--- config.mk ---
export PLATFORM = sky130hd
export DESIGN_NAME = ffload_seq
export DESIGN_NICKNAME = d
export VERILOG_FILES = /design/src/rtl/ffl_pkg.sv /design/src/rtl/ffl_pred_map.sv /design/src/rtl/ffl_addr_gen.sv /design/src/rtl/ffl_ctrl.sv /design/src/rtl/ffl_store.sv /design/src/rtl/ffload_seq.sv
export SDC_FILE = /design/constraint.sdc
export NUM_CORES = 2
export LEC_CHECK = 0
export ABC_AREA = 1
export CORE_AREA = 8 8 325 327
export CTS_CLUSTER_DIAMETER = 30
export DETAILED_ROUTE_END_ITERATION = 12
export DIE_AREA = 0 0 333 335
export DONT_BUFFER_PORTS = 1
export GPL_TIMING_DRIVEN = 0
export SLEW_MARGIN = 0
export SYNTH_ARGS = -nofsm -noshare
export SYNTH_HDL_FRONTEND = slang
export SYNTH_SLANG_ARGS = --single-unit
export TNS_END_PERCENT = 10
--- constraint.sdc ---
create_clock -name clk -period 2 [get_ports clk]
set_input_delay 0.3 -clock clk [delete_from_list [all_inputs] [get_ports clk]]
set_output_delay 0.3 -clock clk [all_outputs]
set_load 0.01 [all_outputs]
--- src/rtl/ffl_pkg.sv ---
package ffl_pkg;
   localparam int WORD_W = 32;
   localparam int WORD_BYTES = WORD_W / 8;

   typedef enum logic [1:0] {
      ST_IDLE = 2'd0,
      ST_SCAN = 2'd1,
      ST_REQ  = 2'd2,
      ST_FIN  = 2'd3
   } ffl_state_e;
endpackage

--- src/rtl/ffl_pred_map.sv ---
module ffl_pred_map #(
   parameter int VLEN_P = 256
) (
   input  logic [VLEN_P/8-1:0]  pred,
   input  logic                 esize64,
   output logic [VLEN_P/32-1:0] act
);
   localparam int PLEN  = VLEN_P / 8;
   localparam int NWORD = VLEN_P / 32;
   localparam int NE64  = VLEN_P / 64;

   logic [NWORD-1:0] act32;
   logic [NWORD-1:0] act64;
   logic             unused_pred;

   assign unused_pred = ^pred;

   for (genvar e = 0; e < NWORD; e++) begin : g_elem
      assign act32[e] = pred[e*4];
      if (e < NE64) begin : g_wide
         assign act64[e] = pred[e*8];
      end else begin : g_none
         assign act64[e] = 1'b0;
      end
   end

   assign act = esize64 ? act64 : act32;

   if (PLEN != NWORD * 4) begin : g_bad_plen
      $error("ffl_pred_map: predicate width mismatch");
   end
endmodule

--- src/rtl/ffl_addr_gen.sv ---
module ffl_addr_gen #(
   parameter int AW_P = 64
) (
   input  logic            clk,
   input  logic            rst_n,
   input  logic            load,
   input  logic [AW_P-1:0] base_addr,
   input  logic [AW_P-1:0] index,
   input  logic            step,
   output logic [AW_P-1:0] addr
);
   import ffl_pkg::*;
   localparam int SHIFT = $clog2(WORD_BYTES);

   logic [AW_P-1:0] addr_q;
   logic [AW_P-1:0] scaled;
   logic            unused_idx;

   assign scaled     = {index[AW_P-SHIFT-1:0], {SHIFT{1'b0}}};
   assign unused_idx = ^index[AW_P-1:AW_P-SHIFT];

   always_ff @(posedge clk or negedge rst_n) begin
      if (!rst_n) begin
         addr_q <= '0;
      end else if (load) begin
         addr_q <= base_addr + scaled;
      end else if (step) begin
         addr_q <= addr_q + AW_P'(WORD_BYTES);
      end
   end

   assign addr = addr_q;
endmodule

--- src/rtl/ffl_ctrl.sv ---
module ffl_ctrl #(
   parameter int VLEN_P = 256
) (
   input  logic                          clk,
   input  logic                          rst_n,
   input  logic                          start,
   input  logic                          esize64,
   input  logic [VLEN_P/32-1:0]          act_vec,
   input  logic                          mem_ack,
   input  logic                          mem_fault,
   output logic                          load,
   output logic                          mem_req,
   output logic                          step,
   output logic [$clog2(VLEN_P/32)-1:0]  step_idx,
   output logic                          step_clr,
   output logic                          data_valid,
   output logic                          abort,
   output logic                          done
);
   import ffl_pkg::*;
   localparam int NWORD  = VLEN_P / 32;
   localparam int NE64   = VLEN_P / 64;
   localparam int EIDX_W = $clog2(NWORD);
   localparam logic [EIDX_W-1:0] LAST32 = EIDX_W'(NWORD - 1);
   localparam logic [EIDX_W-1:0] LAST64 = EIDX_W'(NE64 - 1);

   ffl_state_e        state_q;
   logic [EIDX_W-1:0] idx_q;
   logic              first_q;
   logic              sticky_q;
   logic              abort_q;
   logic              last;
   logic              want_read;
   logic              hard_fault;
   logic              take;

   assign last       = (idx_q == (esize64 ? LAST64 : LAST32));
   assign want_read  = act_vec[idx_q] && !sticky_q;
   assign hard_fault = first_q && mem_fault;
   assign take       = (state_q == ST_REQ) && mem_ack && !hard_fault;

   always_ff @(posedge clk or negedge rst_n) begin
      if (!rst_n) begin
         state_q  <= ST_IDLE;
         idx_q    <= '0;
         first_q  <= 1'b1;
         sticky_q <= 1'b0;
         abort_q  <= 1'b0;
      end else begin
         unique case (state_q)
            ST_IDLE: begin
               if (start) begin
                  state_q  <= ST_SCAN;
                  idx_q    <= '0;
                  first_q  <= 1'b1;
                  sticky_q <= 1'b0;
                  abort_q  <= 1'b0;
               end
            end
            ST_SCAN: begin
               if (want_read) begin
                  state_q <= ST_REQ;
               end else if (last) begin
                  state_q <= ST_FIN;
               end else begin
                  idx_q <= idx_q + 1'b1;
               end
            end
            ST_REQ: begin
               if (mem_ack) begin
                  if (hard_fault) begin
                     abort_q <= 1'b1;
                     state_q <= ST_FIN;
                  end else begin
                     first_q <= 1'b0;
                     if (mem_fault) begin
                        sticky_q <= 1'b1;
                     end
                     if (last) begin
                        state_q <= ST_FIN;
                     end else begin
                        idx_q   <= idx_q + 1'b1;
                        state_q <= ST_SCAN;
                     end
                  end
               end
            end
            default: begin
               state_q <= ST_IDLE;
            end
         endcase
      end
   end

   assign load       = (state_q == ST_IDLE) && start;
   assign mem_req    = (state_q == ST_REQ);
   assign step       = ((state_q == ST_SCAN) && !want_read) || take;
   assign step_idx   = idx_q;
   assign step_clr   = sticky_q || (take && mem_fault);
   assign data_valid = take && !mem_fault;
   assign abort      = abort_q;
   assign done       = (state_q == ST_FIN);


   no_read_after_sticky_chk: assert property (@(posedge clk) disable iff (!rst_n)
      sticky_q |-> !mem_req);


   read_only_active_chk: assert property (@(posedge clk) disable iff (!rst_n)
      mem_req |-> act_vec[idx_q]);


   abort_first_only_chk: assert property (@(posedge clk) disable iff (!rst_n)
      (mem_req && mem_ack && mem_fault && !first_q) |=> !abort_q);
endmodule

--- src/rtl/ffl_store.sv ---
module ffl_store #(
   parameter int VLEN_P = 256
) (
   input  logic                          clk,
   input  logic                          rst_n,
   input  logic                          load,
   input  logic [VLEN_P/8-1:0]           ffr_in,
   input  logic                          esize64,
   input  logic                          step,
   input  logic [$clog2(VLEN_P/32)-1:0]  step_idx,
   input  logic                          step_clr,
   input  logic                          data_valid,
   input  logic [31:0]                   rdata,
   output logic [VLEN_P-1:0]             res,
   output logic [VLEN_P/8-1:0]           ffr
);
   import ffl_pkg::*;
   localparam int PLEN   = VLEN_P / 8;
   localparam int NWORD  = VLEN_P / 32;
   localparam int NE64   = VLEN_P / 64;
   localparam int EIDX_W = $clog2(NWORD);

   logic [VLEN_P-1:0] res_q;
   logic [VLEN_P-1:0] res_nxt;
   logic [PLEN-1:0]   ffr_q;
   logic [PLEN-1:0]   ffr_nxt;
   logic              unk_q;
   logic              unk_d;
   logic [NWORD-1:0]  low32;
   logic [NWORD-1:0]  low64;
   logic              cur_low;
   logic [WORD_W-1:0] wdata;

   for (genvar e = 0; e < NWORD; e++) begin : g_low
      assign low32[e] = ffr_q[e*4];
      if (e < NE64) begin : g_wide
         assign low64[e] = ffr_q[e*8];
      end else begin : g_none
         assign low64[e] = 1'b0;
      end
   end

   assign cur_low = (esize64 ? low64[step_idx] : low32[step_idx]) && !step_clr;
   assign unk_d   = unk_q || !cur_low;
   assign wdata   = data_valid ? rdata : '0;

   for (genvar b = 0; b < PLEN; b++) begin : g_byte
      logic in_grp;
      assign in_grp = esize64 ? (step_idx == EIDX_W'(b / 8))
                              : (step_idx == EIDX_W'(b / 4));
      assign ffr_nxt[b] = (step_clr && in_grp) ? 1'b0 : ffr_q[b];
   end

   for (genvar w = 0; w < NWORD; w++) begin : g_word
      logic hit;
      logic [WORD_W-1:0] val;
      assign hit = esize64 ? (step_idx == EIDX_W'(w / 2))
                           : (step_idx == EIDX_W'(w));
      if (w % 2 == 1) begin : g_odd
         assign val = (unk_d || esize64) ? '0 : wdata;
      end else begin : g_even
         assign val = unk_d ? '0 : wdata;
      end
      assign res_nxt[w*WORD_W +: WORD_W] = hit ? val : res_q[w*WORD_W +: WORD_W];
   end

   always_ff @(posedge clk or negedge rst_n) begin
      if (!rst_n) begin
         res_q <= '0;
         ffr_q <= '0;
         unk_q <= 1'b0;
      end else if (load) begin
         res_q <= '0;
         ffr_q <= ffr_in;
         unk_q <= 1'b0;
      end else if (step) begin
         res_q <= res_nxt;
         ffr_q <= ffr_nxt;
         unk_q <= unk_d;
      end
   end

   assign res = res_q;
   assign ffr = ffr_q;


   ffr_only_clears_chk: assert property (@(posedge clk) disable iff (!rst_n)
      !load |=> ((ffr_q & ~$past(ffr_q)) == '0));
endmodule

--- src/rtl/ffload_seq.sv ---
module ffload_seq #(
   parameter int VLEN_P = 256,
   parameter int AW_P   = 64
) (
   input  logic                clk,
   input  logic                rst_n,
   input  logic                start,
   input  logic                esize64,
   input  logic [AW_P-1:0]     base_addr,
   input  logic [AW_P-1:0]     index,
   input  logic [VLEN_P/8-1:0] pred,
   input  logic [VLEN_P/8-1:0] ffr_in,
   input  logic [VLEN_P-1:0]   prior_vec,
   output logic                mem_req,
   output logic [AW_P-1:0]     mem_addr,
   input  logic                mem_ack,
   input  logic [31:0]         mem_rdata,
   input  logic                mem_fault,
   output logic                done,
   output logic                sync_fault,
   output logic [VLEN_P-1:0]   result,
   output logic [VLEN_P/8-1:0] ffr_out
);
   localparam int NWORD  = VLEN_P / 32;
   localparam int EIDX_W = $clog2(NWORD);

   if (VLEN_P < 64 || VLEN_P % 64 != 0) begin : g_bad_vlen
      $error("ffload_seq: VLEN_P must be a positive multiple of 64");
   end
   if (AW_P < 8) begin : g_bad_aw
      $error("ffload_seq: AW_P too narrow");
   end

   logic [NWORD-1:0]  act_live;
   logic [NWORD-1:0]  act_q;
   logic              esize_q;
   logic [VLEN_P-1:0] prior_q;
   logic              load;
   logic              step;
   logic [EIDX_W-1:0] step_idx;
   logic              step_clr;
   logic              data_valid;
   logic              abort;
   logic [VLEN_P-1:0] res;

   ffl_pred_map #(.VLEN_P(VLEN_P)) u_pred (
      .pred    (pred),
      .esize64 (esize64),
      .act     (act_live)
   );

   always_ff @(posedge clk or negedge rst_n) begin
      if (!rst_n) begin
         act_q   <= '0;
         esize_q <= 1'b0;
         prior_q <= '0;
      end else if (load) begin
         act_q   <= act_live;
         esize_q <= esize64;
         prior_q <= prior_vec;
      end
   end

   ffl_ctrl #(.VLEN_P(VLEN_P)) u_ctrl (
      .clk        (clk),
      .rst_n      (rst_n),
      .start      (start),
      .esize64    (esize_q),
      .act_vec    (act_q),
      .mem_ack    (mem_ack),
      .mem_fault  (mem_fault),
      .load       (load),
      .mem_req    (mem_req),
      .step       (step),
      .step_idx   (step_idx),
      .step_clr   (step_clr),
      .data_valid (data_valid),
      .abort      (abort),
      .done       (done)
   );

   ffl_addr_gen #(.AW_P(AW_P)) u_addr (
      .clk       (clk),
      .rst_n     (rst_n),
      .load      (load),
      .base_addr (base_addr),
      .index     (index),
      .step      (step),
      .addr      (mem_addr)
   );

   ffl_store #(.VLEN_P(VLEN_P)) u_store (
      .clk        (clk),
      .rst_n      (rst_n),
      .load       (load),
      .ffr_in     (ffr_in),
      .esize64    (esize_q),
      .step       (step),
      .step_idx   (step_idx),
      .step_clr   (step_clr),
      .data_valid (data_valid),
      .rdata      (mem_rdata),
      .res        (res),
      .ffr        (ffr_out)
   );

   assign result     = abort ? prior_q : res;
   assign sync_fault = abort;


   req_hold_chk: assert property (@(posedge clk) disable iff (!rst_n)
      (mem_req && !mem_ack) |=> (mem_req && $stable(mem_addr)));


   done_pulse_chk: assert property (@(posedge clk) disable iff (!rst_n)
      done |=> !done);


   no_req_at_done_chk: assert property (@(posedge clk) disable iff (!rst_n)
      done |-> !mem_req);
endmodule

==> results.toml <==
[logic_synthesis]
seq_area_frac_synth_pct = 44.2
yosys-top-cells-count = "nand2_1, dfrtp_1, inv_1"
synthArstFlopShare_pct = 100
ys_types = 46
synth_area_leaders = "dfrtp_1, nand2_1, inv_1"
yosys.area.top_type = "dfrtp_1"
synth_top_area_share_pct = 44.1
syn_area_per_cell_sq_um = 6.91
post-synth-top-count-cell = "nand2_1"
synth_ff_type = "dfrtp_1"
synth_nets = 5685
synthCells = 5126
synth-edff-count = 0
yosysWarnings = 0
syn-cell-area_sq_um = 35400
ys_ff_latch = 626

[global_route]
grt_usage_pct = 30.5
antenna_found_initial = 32
grt_overflow = 0
grt_pass1_wl_mm = 252
grt_pass1_vias = 37496
grt_max_degree = 627

[die]
core-area_sq_um = 101000
ios = 841
rows = 117
dieArea_sq_um = 112000
start_util_pct = 35.2
die_h_um = 335
die_w_um = 333

[clock_tree]
numCtsBuffers = 157
holdBufCountCts = 340
cts.path.max_buffers = 3
cts_root_buffer = "clkbuf_16"
clkLatencyLatePin_ns = 0.76
cts.sinks = 626
cts_max_level = 4
cts_tree = "yes"
path_clk_slew_ns = 0.04

[route]
drt.antenna.violating_nets = 0
vias = 37824
routed_wl_mm = 179
initialDrtViolationCount = 4022
via_per_inst = 5.28
dr.pass1.iters = 6
wl_per_cell_um = 25.0
drc = 0

[outcome]
violations = "negative hold slack, max-slew violations, negative setup slack"
status = "finished, violations left"

[placed_design]
dp_hpwl_mm = 135
io_buffers = 0
gp_congestion = 0.999

[flow_run]
max-cap-violations = 0

[timing]
period_minus_slack_ns = 2.42
setup_ws_ns = -0.423
setup_tns_ns = -171.15
hold_ws_ns = -0.713
clock.fmax_mhz = 413
slew_headroom_pct = -68.6
worst_pin_slew_ns = 2.53
setup_viol = 738
period_share_pct = 121
final_max_slew_viol_count = 350
skew_ns = 0.0502
grt_setup_unrepaired = "yes"
hold_violations = 626

[final_layout]
drive_above_1_share_pct = 17.5
area_growth_syn_to_layout_pct = 41.4
final_core_util_pct = 49.7
nFillCells = 9561
finalNetCount = 6263

[worst_setup_path]
rr_worst_depth = 12
reg2reg_from = "u_ctrl.state_q[1]"
cp-start-kind = "flop"
arrival_ns = 2.12
crit_required_ns = 1.70
crit_type = "reg -> out"
crit_fanout = 6
end_kind = "output pin"
crit_start = "u_ctrl.abort"

[hold_path]
hold_class = "in -> async"

[power]
power.density_nw_per_um2 = 1540
p_leak_nw = 25.0
vdd_ir_drop_max_mv = 0.953
[final timing paths]
check,endpoint,slack (ns)
max,result[100],-0.42
min,prior_q[134],-0.71
max reg2reg,u_store.res[136],-0.35
min reg2reg,prior_q[106],0.47
max in group asynchronous,u_store.res[102],0.71
min in group clk,u_addr.addr[11],0.08
[layout make-up]
type	instances	area, sq um	share of cell area, %
Clock buffer	211	4440	8.87
Clock inverter	80	1230	2.45
Sequential cell	626	15700	31.4
Buffer	226	2410	4.81
Antenna cell	24	60.1	0.120
Tap cell	1309	1640	3.27
Multi-Input combinational cell	3875	18700	37.2
Inverter	399	1530	3.05
Timing Repair Buffer	419	4400	8.78
[report_power, final]
part           total [mW]  switching [mW]  leakage, nW  internal, mW
logic                29.6            19.2         14.3          10.5
registers            20.9            4.44         8.05          16.5
clock network        26.8            8.56         2.74          18.2
[flip-flops by register name, indices dropped and copies added (netlist names), 2 cells and up]
name and count:
prior_q 256, u_addr.addr 64, u_ctrl.step_idx 3, act_q 8
u_store.ffr 32, u_ctrl.state_q 2, u_store.res 256
[cell families (layout without fill, tap and decap cells)]
kind of cell / after synthesis / in the layout / synth area share [%]
other cells: 0 / 24 / 0
compound gates: 514 / 514 / 7.53
xor+xnor: 46 / 46 / 1.14
buf+inv: 625 / 1335 / 7.19
flops: 626 / 626 / 44.2
simple gates: 3242 / 3242 / 37.3
fa+ha+maj: 73 / 73 / 2.60
[cells in the final DEF (no fill, tap or decap), drive strengths merged, types with 42 or more instances in the layout]
cell	instances
nand4	62
nor2	228
nor3	42
nand3	178
buf	174
clkbuf	342
nand2	2711
ha	72
dlygate4sd3	340
clkinv	44
dfrtp	625
inv	402
o21ai	357
a21oi	113
[routing by layer]
layer,share of wire (%),vias up,track usage [%]
li1,-,17215,-
met1,39,18048,37.0
met2,46,2044,49.1
met3,9.7,507,8.75
met4,6.0,10,16.3
met5,0.035,-,0
[through the flow]
| stage | worst slack (ns) | power, mW | hold WS, ns | cell area, sq um | instances |
|---|---|---|---|---|---|
| 6_report | -0.423 | 77.3 | -0.713 | 50100 | 7169 |
| 5_1_grt | -0.476 | 80.7 | -0.738 | 50100 | 7162 |
| 3_3_place_gp | -2.33 | 42.4 | 0.0539 | 37100 | 6435 |
| 4_1_cts | -0.478 | 73.9 | -0.762 | 48600 | 7094 |
| 2_1_floorplan | -0.0142 | 33.4 | 0.00441 | 35400 | 5126 |
| 3_5_place_dp | -2.08 | 42.8 | 0.0564 | 37100 | 6436 |
[critical path, cell delays in order, from the launching register on]
cell       delay, ns
dfrtp_2         0.45
clkbuf_16       0.19
clkbuf_16       0.19
buf_16          0.18
clkbuf_16       0.19
nand2_2         0.08
nand2_4         0.07
[timing repair]
item | in CTS | in global routing
buffers inserted | 22 | 41
cloned | 5 | 11
pin swaps | 48 | 44
resized for setup | 661 | 350
endpoints found under the setup margin | 881 | 865
endpoints found under the hold margin | 1189 | 626
Note: power is estimated with default switching activity, not from simulation.
